==> config.mk <==
export PLATFORM = sky130hd
export DESIGN_NAME = tx_sample_packer
export DESIGN_NICKNAME = d
export VERILOG_FILES = /design/src/rtl/txpk_pkg.sv /design/src/rtl/txpk_stager.sv /design/src/rtl/txpk_unpacker.sv /design/src/rtl/tx_sample_packer.sv
export SDC_FILE = /design/constraint.sdc
export NUM_CORES = 1
export LEC_CHECK = 0
export ABC_AREA = 1
export BUFFER_PORTS_ARGS = -buffer_cell sky130_fd_sc_hd__buf_2
export CELL_PAD_IN_SITES_DETAIL_PLACEMENT = 0
export CELL_PAD_IN_SITES_GLOBAL_PLACEMENT = 1
export CORE_ASPECT_RATIO = 1.2
export CORE_MARGIN = 10
export CORE_UTILIZATION = 34
export CTS_CLUSTER_DIAMETER = 30
export DETAILED_ROUTE_END_ITERATION = 10
export PLACE_DENSITY = 0.86
export SYNTH_ARGS = -nofsm -noshare
export SYNTH_HDL_FRONTEND = slang
export SYNTH_SLANG_ARGS = --single-unit
==> constraint.sdc <==
create_clock -name clk -period 1.4 [get_ports clk]
set_input_delay 0.42 -clock clk [delete_from_list [all_inputs] [get_ports clk]]
set_output_delay 0.42 -clock clk [all_outputs]
set_load 0.01 [all_outputs]
==> src/rtl/txpk_pkg.sv <==
package txpk_pkg;
  typedef enum logic [1:0] {
    PK_OFF  = 2'b00,
    PK_RSVD = 2'b01,
    PK_BYTE = 2'b10,
    PK_HALF = 2'b11
  } pk_mode_e;

  function automatic logic pk_is_packed(input pk_mode_e m);
    return (m == PK_BYTE) || (m == PK_HALF);
  endfunction
endpackage

==> src/rtl/txpk_stager.sv <==
module txpk_stager #(
  parameter int DATA_W = 32
) (
  input  logic              clk,
  input  logic              rst,
  input  logic              packed_mode,
  input  logic              wr_en,
  input  logic [DATA_W/8-1:0] wr_strb,
  input  logic [DATA_W-1:0] wr_data,
  output logic              push_en,
  output logic [DATA_W-1:0] push_data
);
  localparam int NB = DATA_W / 8;

  logic [NB-1:0]     acc_mask;
  logic [DATA_W-1:0] acc_data;
  logic [NB-1:0]     merged_mask;
  logic [DATA_W-1:0] merged_data;
  logic [DATA_W-1:0] fresh_data;
  logic              any_strb;

  for (genvar b = 0; b < NB; b++) begin : g_lane
    assign merged_data[b*8 +: 8] = wr_strb[b] ? wr_data[b*8 +: 8] : acc_data[b*8 +: 8];
    assign fresh_data[b*8 +: 8]  = wr_strb[b] ? wr_data[b*8 +: 8] : 8'h00;
  end

  assign merged_mask = acc_mask | wr_strb;
  assign any_strb    = |wr_strb;

  always_ff @(posedge clk) begin
    if (rst) begin
      acc_mask  <= '0;
      acc_data  <= '0;
      push_en   <= 1'b0;
      push_data <= '0;
    end else begin
      push_en <= 1'b0;
      if (wr_en && any_strb) begin
        if (!packed_mode) begin
          push_en   <= 1'b1;
          push_data <= fresh_data;
          acc_mask  <= '0;
          acc_data  <= '0;
        end else if (&merged_mask) begin
          push_en   <= 1'b1;
          push_data <= merged_data;
          acc_mask  <= '0;
          acc_data  <= '0;
        end else begin
          acc_mask <= merged_mask;
          acc_data <= merged_data;
        end
      end
    end
  end
endmodule

==> src/rtl/txpk_unpacker.sv <==
module txpk_unpacker
  import txpk_pkg::*;
#(
  parameter int DATA_W = 32
) (
  input  logic              clk,
  input  logic              rst,
  input  pk_mode_e          mode,
  input  logic [DATA_W-1:0] fifo_head,
  input  logic              fifo_nonempty,
  output logic              pop_en,
  input  logic              slot_req,
  input  logic              slot_sof,
  output logic              sample_valid,
  output logic [DATA_W-1:0] sample_data,
  output logic              underrun
);
  localparam int NB = DATA_W / 8;
  localparam int LW = (NB > 1) ? $clog2(NB) : 1;
  localparam logic [LW-1:0] LAST_BYTE = LW'(NB - 1);
  localparam logic [LW-1:0] LAST_HALF = LW'(NB / 2 - 1);

  logic [DATA_W-1:0] cur_word;
  logic              cur_valid;
  logic [LW-1:0]     lane_q;

  logic              need_fresh;
  logic [DATA_W-1:0] sel_word;
  logic [LW-1:0]     sel_lane;
  logic [LW-1:0]     last_lane;
  logic [DATA_W-1:0] byte_sh;
  logic [DATA_W-1:0] half_sh;
  logic [DATA_W-1:0] lane_val;

  assign need_fresh = slot_sof || !cur_valid;
  assign pop_en     = slot_req && need_fresh && fifo_nonempty;
  assign sel_word   = need_fresh ? fifo_head : cur_word;
  assign sel_lane   = need_fresh ? '0 : lane_q;

  always_comb begin
    unique case (mode)
      PK_BYTE: last_lane = LAST_BYTE;
      PK_HALF: last_lane = LAST_HALF;
      default: last_lane = '0;
    endcase
  end

  assign byte_sh = sel_word >> {sel_lane, 3'b000};
  assign half_sh = sel_word >> {sel_lane, 4'b0000};

  always_comb begin
    unique case (mode)
      PK_BYTE: lane_val = {{(DATA_W-8){1'b0}},  byte_sh[7:0]};
      PK_HALF: lane_val = {{(DATA_W-16){1'b0}}, half_sh[15:0]};
      default: lane_val = sel_word;
    endcase
  end

  always_ff @(posedge clk) begin
    if (rst) begin
      cur_word     <= '0;
      cur_valid    <= 1'b0;
      lane_q       <= '0;
      sample_valid <= 1'b0;
      sample_data  <= '0;
      underrun     <= 1'b0;
    end else begin
      sample_valid <= 1'b0;
      underrun     <= 1'b0;
      if (slot_req) begin
        if (need_fresh && !fifo_nonempty) begin
          underrun  <= 1'b1;
          cur_valid <= 1'b0;
        end else begin
          sample_valid <= 1'b1;
          sample_data  <= lane_val;
          cur_word     <= sel_word;
          if (sel_lane == last_lane) begin
            cur_valid <= 1'b0;
            lane_q    <= '0;
          end else begin
            cur_valid <= 1'b1;
            lane_q    <= sel_lane + 1'b1;
          end
        end
      end
    end
  end
endmodule

==> src/rtl/tx_sample_packer.sv <==
module tx_sample_packer
  import txpk_pkg::*;
#(
  parameter int DATA_W = 32
) (
  input  logic              clk,
  input  logic              rst,
  input  logic [1:0]        mode,
  input  logic              wr_en,
  input  logic [DATA_W/8-1:0] wr_strb,
  input  logic [DATA_W-1:0] wr_data,
  output logic              push_en,
  output logic [DATA_W-1:0] push_data,
  input  logic [DATA_W-1:0] fifo_head,
  input  logic              fifo_nonempty,
  output logic              pop_en,
  input  logic              slot_req,
  input  logic              slot_sof,
  output logic              sample_valid,
  output logic [DATA_W-1:0] sample_data,
  output logic              underrun
);
  pk_mode_e mode_e;
  assign mode_e = pk_mode_e'(mode);

  txpk_stager #(.DATA_W(DATA_W)) stager_i (
    .clk         (clk),
    .rst         (rst),
    .packed_mode (pk_is_packed(mode_e)),
    .wr_en       (wr_en),
    .wr_strb     (wr_strb),
    .wr_data     (wr_data),
    .push_en     (push_en),
    .push_data   (push_data)
  );

  txpk_unpacker #(.DATA_W(DATA_W)) unpacker_i (
    .clk           (clk),
    .rst           (rst),
    .mode          (mode_e),
    .fifo_head     (fifo_head),
    .fifo_nonempty (fifo_nonempty),
    .pop_en        (pop_en),
    .slot_req      (slot_req),
    .slot_sof      (slot_sof),
    .sample_valid  (sample_valid),
    .sample_data   (sample_data),
    .underrun      (underrun)
  );
endmodule

==> results of run 1 <==
-- cell usage in the layout, fill, tap and decap left out, drive strengths merged --
| cell | count |
|---|---|
| diode | 1 |
| nand4 | 2 |
| dfxtp | 138 |
| nor2 | 45 |
| o21ai | 89 |
| inv | 58 |
| a21oi | 96 |
| nand3 | 55 |
| bufinv | 4 |
| clkbuf | 19 |
| clkinv | 4 |
| buf | 216 |
| nand2 | 423 |
| a22oi | 8 |
| nor3 | 3 |
-- state kept, by name, summed over array words and instances (netlist names), 2 cells and up --
| name | count |
|---|---|
| unpacker_i.lane_q | 2 |
| unpacker_i.cur_word | 32 |
| stager_i.push_data | 32 |
| unpacker_i.sample_data | 32 |
| stager_i.acc_mask | 4 |
| stager_i.acc_data | 32 |
-- timing repair --
item	in CTS	in global routing
resized for setup	15	28
cloned	0	1
setup endpoints to repair	23	55
setup buffers	3	0
pin swaps	5	2
-- report_power, final --
part           internal (mW)  leakage (nW)  switching, mW
clock network           3.03         0.313           1.90
registers               4.11          1.13          0.101
logic                  0.552          2.76          0.781
-- routing by layer --
layer  GRT usage [%]  share of wire (%)
met1            18.3                 43
met2            27.9                 49
met3            3.98                5.6
met4            5.78                1.9
met5               0                  0
-- critical path, cell delays in order (launching register included) --
cell	delay [ps]
dfxtp_2	320
nand2_2	80
buf_6	120
inv_4	40
nor3_4	140
buf_6	130
-- path summary, 6_finish.rpt --
| path | from | endpoint | slack [ps] | cells after the start |
|---|---|---|---|---|
| min | wr_strb[1] | stager_i.acc_mask[1] | 320 | 3 |
| max | unpacker_i.cur_valid | pop_en | -280 | 5 |
| max reg2reg | unpacker_i.cur_valid | unpacker_i.sample_data[1] | 20 | 9 |
| min reg2reg | stager_i.push_data[2] | stager_i.push_data[2] | 440 | 2 |
-- cells by family after synthesis --
| group | after synthesis |
|---|---|
| and+or+nand+nor | 528 |
| AOI/OAI and AO/OA | 193 |
| DFF | 138 |
| buffers and inverters | 108 |
-- cell type report --
type	count	area, um^2
inverters	52	210
flip-flops and latches	138	2770
clock buffers	18	429
clock inverters	14	206
multi-input cells	721	3220
repair buffers	217	1520
fillers	1856	9640
diodes	1	2.50
well taps	252	315
-- metrics by stage --
stage	total power [mW]	area [um^2]	hold slack [ps]	setup TNS, ps	std cells
after floorplan	4.99	6380	426	0	967
after global placement	5.57	7850	424	-12560	1377
after detailed placement	5.58	7850	427	-15390	1377
after CTS	10.5	8560	303	-295	1411
after global routing	10.9	8670	311	-1040	1412
final	10.5	8670	316	-280	1413
==> impl_metrics.yaml, run 1 <==
synthesis:
  synthXorXnorAreaFrac_pct: 0
  async_reset_ff_share_pct: 0
  ys_ff_latch: 138
  synth_ff_type: "dfxtp_1"
  synth_adder_area_share_pct: 0
  synthCells: 967
  synth.area.top_cells: "dfxtp_1 43%, nand2_1 25%, a21oi_1 7.5%"
  synth_compound_area_share_pct: 15.5
  yosys.area.top_type: "dfxtp_1"
  synth_most_common_cell: "nand2_1"
  avgSynthCellArea_um2: 6.59
  synth-simple-area-share_pct: 33.8
  synth_cell_type_count: 26
  synth_nets: 1043
  synth_top_area_share_pct: 43.3
  syn_area_um2: 6370
  yosysSeqAreaShare_pct: 43.3
  synth_commonest_cells: "418 x nand2_1, 138 x dfxtp_1, 96 x a21oi_1, 64 x o21ai_0, 52 x nand3_1"
  synth_enable_flop_cells: 0
  synth_top_family_by_area: "simple AND/OR/NAND/NOR gates"
  yosys_warnings: 0
  synth_mux_area_share_pct: 0
drt:
  wire_per_inst_um: 14.4
  viasPerCell: 4.69
  routed_wirelength_um: 20300
  route.detailed.drc: 0
  first_iter_violations: 427
  vias: 6629
  dr.pass1.iters: 5
  antenna_left: 0
clock_network:
  cts-root-buf: "clkbuf_16"
  holdBufCountCts: 0
  clockBufferDepth: 2
  htree_levels: 4
  clock_sinks: 138
  clkSlewWorstSetupHoldPaths_ps: 70
  cts_tree: "built"
  clkLatencyLatePin_ps: 430
  cts_buffers: 17
run_status:
  status: "complete, but fails checks"
  violations: "negative setup slack"
floorplanning:
  io_pins: 144
  fp.coreArea_um2: 18300
  die_y_um: 170
  rows: 54
  start_util_pct: 34.8
  die-area_um2: 24700
  fp.dieW_um: 145
grt:
  antenna_found_initial: 0
  grt_max_degree: 50
  grt_pass1_wl_um: 32000
  grt-ovfl-total: 0
  grtUsageTotal_pct: 15.8
  grt_pass1_vias: 6289
finish:
  fin_util_pct: 47.4
  area_delta_synth_final_pct: 36.0
  drive_above_1_share_pct: 24.9
  final_nets: 1223
flow_run:
  drv_cap: 0
power:
  ir_worst_vdd_mv: 0.812
  p_leak_nw: 4.20
  p_per_area_nw_per_um2: 1210
setup_path:
  end_kind: "output pin"
  critPathArrivalTime_ps: 1260
  startpoint_type: "flip-flop"
  worstSetupPathType: "flip-flop to output pin"
  crit_required_ps: 980
  crit_fanout: 2
place:
  port_buffers: 143
  dp_slack_ps: -280
  routabilityCongestion: 0.924
  place_hpwl_um: 14800
timing:
  post-route-period-util_pct: 120
  fin_crit_ps: 1680
  fin_skew_ps: 9.77
  worstMarginPinSlew_ps: 281
  fmax_mhz: 595
  finalWorstSetupSlack_ps: -280
  finalMaxSlewViolations: 0
  hold_violations: 0
  max-slew-margin-rel_pct: 81.2
  grt_setup_unrepaired: "true"
  setup_viol: 1
min_path:
  hold_class: "primary input to flip-flop"
(Power assumes the default switching activity.)
==> run 2: changes to the inputs <==
--- a/config.mk
+++ b/config.mk
@@ -9,7 +9,6 @@
 export BUFFER_PORTS_ARGS = -buffer_cell sky130_fd_sc_hd__buf_2
 export CELL_PAD_IN_SITES_DETAIL_PLACEMENT = 0
 export CELL_PAD_IN_SITES_GLOBAL_PLACEMENT = 1
-export CORE_ASPECT_RATIO = 1.2
 export CORE_MARGIN = 10
 export CORE_UTILIZATION = 34
 export CTS_CLUSTER_DIAMETER = 30
==> run 2 against run 1 <==
Effect of this change:
- design area grew 3.6%
- clock power shrank 6.1%
- highest routed layer unchanged
- the flow still finishes with violations (negative setup slack)
- power shrank 2.2%
- clock skew shrank 1.1 ps
- via count grew 1.4%
- wire length grew 2.7%
- flip-flop and latch count is the same
==> impl_metrics.yaml, run 2 (same netlist as run 1, synthesis figures left out) <==
timing:
  fin_skew_ps: 8.64
  post-route-period-util_pct: 120
  max-slew-margin-rel_pct: 71.8
  setup_viol: 20
  grt_setup_unrepaired: "true"
  finalWorstSetupSlack_ps: -287
  fin_crit_ps: 1690
  finalMaxSlewViolations: 0
  fmax_mhz: 593
  finalSetupTns_ps: -1930
  worstMarginPinSlew_ps: 419
  hold_violations: 0
floorplanning:
  die-area_um2: 24600
  fp.dieW_um: 157
  io_pins: 144
  fp.coreArea_um2: 18600
  start_util_pct: 34.3
  die_y_um: 157
  rows: 50
clock_network:
  cts_buffers: 17
  cts_tree: "built"
  clkLatencyLatePin_ps: 420
  clkSlewWorstSetupHoldPaths_ps: 60
  holdBufCountCts: 0
  clock_sinks: 138
  clockBufferDepth: 2
  htree_levels: 4
  cts-root-buf: "clkbuf_16"
drt:
  dr.pass1.iters: 7
  viasPerCell: 4.79
  wire_per_inst_um: 14.9
  vias: 6724
  first_iter_violations: 345
  routed_wirelength_um: 20900
  route.detailed.drc: 0
  antenna_left: 0
setup_path:
  worstSetupPathType: "flip-flop to output pin"
  r2r_start: "unpacker_i.cur_valid"
  cp-startpoint: "unpacker_i.cur_valid"
  path_buf_inv: 3
  crit_end: "pop_en"
  rr_endpoint: "unpacker_i.sample_data[0]"
  crit_chain: "nand2_4 -> buf_12 -> inv_6 -> nor3_4 -> buf_2"
  critPathSlowestCell: "dfxtp_4"
  cpLargestDelayFamily: "flip-flops"
  critPathArrivalTime_ps: 1270
  end_kind: "output pin"
  crit_path_max_incr_delay_ps: 350
  r2r_cells: 8
  path_depth: 5
  rrSetupSlack_ps: -100
  crit_fanout: 4
  startpoint_type: "flip-flop"
  crit_required_ps: 980
power:
  clkPwrFrac_pct: 45.2
  power_switching_mw: 2.75
  p_leak_nw: 4.28
  p_sw_share_pct: 26.9
  p_per_area_nw_per_um2: 1140
  power_frac_comb_pct: 13.7
  p_int_mw: 7.49
  p_seq_share_pct: 41.1
  ir_worst_vdd_mv: 0.849
grt:
  grt_pass1_wl_um: 31900
  grt-ovfl-total: 0
  grt_max_degree: 49
  grtUsageTotal_pct: 16.1
  grt_pass1_vias: 6444
  antenna_found_initial: 0
finish:
  area_delta_synth_final_pct: 40.9
  n_fill_cell: 1905
  final_nets: 1234
  stdcell_area_um2: 8980
  final-seq-area_um2: 2770
  diodes: 0
  multi_input_area_um2: 3490
  final_cell_mix: "409 x nand2_1, 144 x buf_2, 133 x dfxtp_1, 74 x a21oi_1, 64 x o21ai_0"
  layout_commonest_cell: "nand2_1"
  drive_above_1_share_pct: 30.0
place:
  routabilityCongestion: 0.853
  place_hpwl_um: 14500
  port_buffers: 143
  placed_area_um2: 7830
min_path:
  hold_class: "primary input to flip-flop"
run_status:
  status: "complete, but fails checks"
  violations: "negative setup slack"
flow_run:
  drv_cap: 0
-- run 2: cell types whose count changed in the layout (fill, tap and decap cells not counted), sizes merged --
cell      delta
inv          -6
clkinvlp     +3
bufinv       -1
clkinv       +6
clkbuf       +1
diode        -1
buf          +8
-- run 2: layout make-up --
class / instances / area share (%)
multi-input cells: 721 / 38.8
flip-flops and latches: 138 / 30.8
repair buffers: 227 / 18.0
clock buffers: 17 / 4.73
well taps: 234 / 3.26
inverters: 52 / 2.31
clock inverters: 15 / 1.94
repair inverters: 1 / 0.0836
-- run 2: timing repair --
action / 4_1_cts / 5_1_grt
buffers inserted: 3 / 4
cloned: 3 / 3
resized for setup: 41 / 58
pin swaps: 20 / 24
setup endpoints to repair: 46 / 55
endpoints found under the hold margin: 0 / 0
-- run 2: worst min path at each step --
stage	start	to	slack, ps	cells past startpoint
after floorplan	stager_i.acc_mask[0]	stager_i.acc_mask[0]	430	2
after global placement	stager_i.push_data[14]	stager_i.push_data[14]	420	2
after detailed placement	stager_i.push_data[9]	stager_i.push_data[9]	430	2
after CTS	wr_data[9]	stager_i.push_data[9]	310	5
after global routing	wr_strb[1]	stager_i.acc_mask[1]	330	3
final	wr_strb[1]	stager_i.acc_mask[1]	320	3
-- run 2: worst reg2reg max path: stages, from the launching register on --
cell,delay (ps)
dfxtp_4,360
buf_4,110
buf_6,90
nand3_2,140
buf_6,190
nor2_4,240
nand2_1,90
nand3_1,100
a21oi_1,60
-- run 2: power by group through the flow --
stage / logic [mW] / registers (mW) / clock network (mW)
after floorplan: 0.681 / 4.31 / 0
after global placement: 1.24 / 4.29 / 0
after detailed placement: 1.25 / 4.29 / 0
after CTS: 1.32 / 4.21 / 4.70
after global routing: 1.56 / 4.23 / 4.87
final: 1.41 / 4.21 / 4.63
-- run 2: per-layer routing --
layer  global-route usage, %  routed length, um  vias to the layer above
li1                        -                  -                     3480
met1                    19.3               9280                     3028
met2                    26.8               9920                      188
met3                    4.80               1280                       28
met4                    5.71                393                        0
met5                       0                  0                        -
-- run 2: through the flow --
step,cells,utilization (%),hold slack (ps),power [mW],setup slack [ps]
2_1_floorplan,967,-,426,4.99,4.51
3_3_place_gp,1361,42.1,422,5.53,-329
3_5_place_dp,1361,42.1,428,5.54,-344
4_1_cts,1398,46.6,311,10.2,-351
5_1_grt,1405,48.4,327,10.7,-345
6_report,1405,48.4,319,10.2,-287
==> run 3: changes to the inputs <==
--- a/config.mk
+++ b/config.mk
@@ -17,3 +17,4 @@
 export SYNTH_ARGS = -nofsm -noshare
 export SYNTH_HDL_FRONTEND = slang
 export SYNTH_SLANG_ARGS = --single-unit
+export TNS_END_PERCENT = 50
==> run 3 against run 2 <==
Effect of this change:
- first-iteration DRC count rose by 17%
- fmax grew 0.24%
- sequential share of layout area increased by 0.37 points
- power is 0.58% lower
- design area shrank 1.3%
- clock power about the same
- via count grew 0.27%
- setup slack improved by 4.0 ps
- largest cell class unchanged
- the run still ends with negative setup slack left
- final cell count down 0.21%
- wire length decreased by 2.5%
==> impl_metrics.yaml, run 3 (same netlist as run 1, synthesis figures left out) <==
floorplanning:
  die_y_um: 157
  fp.dieW_um: 157
  fp.coreArea_um2: 18600
  start_util_pct: 34.3
  die-area_um2: 24600
  rows: 50
  io_pins: 144
drt:
  route.detailed.drc: 0
  antenna_left: 0
  first_iter_violations: 402
  vias: 6742
  viasPerCell: 4.81
  wire_per_inst_um: 14.5
  dr.pass1.iters: 5
  routed_wirelength_um: 20400
setup_path:
  end_kind: "output pin"
  crit_required_ps: 980
  critPathSlowestCell: "dfxtp_4"
  critPathArrivalTime_ps: 1260
  cpLargestDelayFamily: "flip-flops"
  path_buf_inv: 3
  startpoint_type: "flip-flop"
  crit_chain: "nand2_4 -> buf_12 -> inv_6 -> nor3_4 -> buf_2"
  crit_path_max_incr_delay_ps: 350
  worstSetupPathType: "flip-flop to output pin"
  crit_fanout: 4
grt:
  grt_pass1_wl_um: 31900
  grt-ovfl-total: 0
  grt_max_degree: 49
  grt_pass1_vias: 6438
  antenna_found_initial: 0
  grtUsageTotal_pct: 16.1
timing:
  post-route-period-util_pct: 120
  grt_setup_unrepaired: "true"
  fin_skew_ps: 8.35
  finalMaxSlewViolations: 0
  setup_viol: 20
  worstMarginPinSlew_ps: 456
  fin_crit_ps: 1680
  hold_violations: 0
  finalWorstSetupSlack_ps: -283
  max-slew-margin-rel_pct: 69.3
  fmax_mhz: 594
power:
  ir_worst_vdd_mv: 0.822
  p_leak_nw: 4.25
  p_per_area_nw_per_um2: 1150
clock_network:
  cts_tree: "built"
  cts_buffers: 17
  htree_levels: 4
  clock_sinks: 138
  clkLatencyLatePin_ps: 420
  clockBufferDepth: 2
  cts-root-buf: "clkbuf_16"
  clkSlewWorstSetupHoldPaths_ps: 60
finish:
  fin_util_pct: 47.7
  n_fill_cell: 1914
  drive_above_1_share_pct: 28.5
  layout_commonest_cell: "nand2_1"
  final_nets: 1231
  diodes: 0
  area_delta_synth_final_pct: 39.1
  final_cell_mix: "410 x nand2_1, 144 x buf_2, 136 x dfxtp_1, 81 x a21oi_1, 64 x o21ai_0"
  final-seq-area_um2: 2770
  multi_input_area_um2: 3440
  stdcell_area_um2: 8870
run_status:
  status: "complete, but fails checks"
  violations: "negative setup slack"
place:
  placed_area_um2: 7830
  place_hpwl_um: 14500
  port_buffers: 143
  routabilityCongestion: 0.853
flow_run:
  drv_cap: 0
min_path:
  hold_class: "primary input to flip-flop"
==> run 3: changes by cell type in the layout (fill, tap and decap cells not counted) <==
cell       delta
buf_6         -1
a21oi_1       +7
nand3_4       -1
nand2_1       +1
dfxtp_2       -3
buf_12        +1
dfxtp_1       +3
nor2_1        +3
nor2_2        -3
a21oi_2       -7
nand3_1       +1
nand2_2       -1
clkbuf_16     -3
==> run 3: timing repair <==
action	4_1_cts	5_1_grt
endpoints found under the setup margin	46	55
gates cloned	3	0
resized for setup	38	44
pin swaps	19	17
setup buffers	3	4
hold buffers	0	0
==> run 3: final timing paths <==
path	start	endpoint	depth (start not counted)	slack, ps
max	unpacker_i.cur_valid	pop_en	5	-280
min	wr_data[3]	stager_i.push_data[3]	5	320
max reg2reg	unpacker_i.cur_valid	unpacker_i.sample_data[0]	8	-130
min reg2reg	stager_i.push_data[14]	stager_i.push_data[14]	2	440
==> run 3: area by class of cell <==
class | count | share of cell area, %
clock buffer | 17 | 4.80
clock inverter | 15 | 1.96
inverter | 52 | 2.34
multi-input combinational | 721 | 38.8
sequential | 138 | 31.2
tap | 234 | 3.30
timing repair buffer | 224 | 17.5
timing repair inverter | 1 | 0.0847
==> run 3: worst min-delay path, delay by kind of cell <==
kind,cells,cell delay (ps)
AOI/OAI and AO/OA,1,60
buffers and inverters,1,70
and+or+nand+nor,3,150
==> run 3: layer usage <==
layer,track usage [%],part of all wire (%),up-vias
li1,-,-,3475
met1,19.3,45,3035
met2,26.8,47,208
met3,4.78,6.2,24
met4,5.75,1.8,0
met5,0,0,-
==> run 3: where the power goes <==
part           internal, mW  leakage, nW  switching (mW)
registers              4.11         1.13           0.101
clock network          2.80        0.293            1.81
logic                 0.560         2.83           0.805
==> run 3: stage by stage <==
step	worst slack, ps	hold slack (ps)	power [mW]	setup TNS, ps	cells
finish	-283	321	10.2	-2050	1402
global route	-348	328	10.6	-3830	1402
CTS	-351	311	10.2	-887	1398
detailed placement	-344	428	5.54	-21200	1361
global placement	-329	422	5.53	-18960	1361
floorplan	4.51	426	4.99	0	967
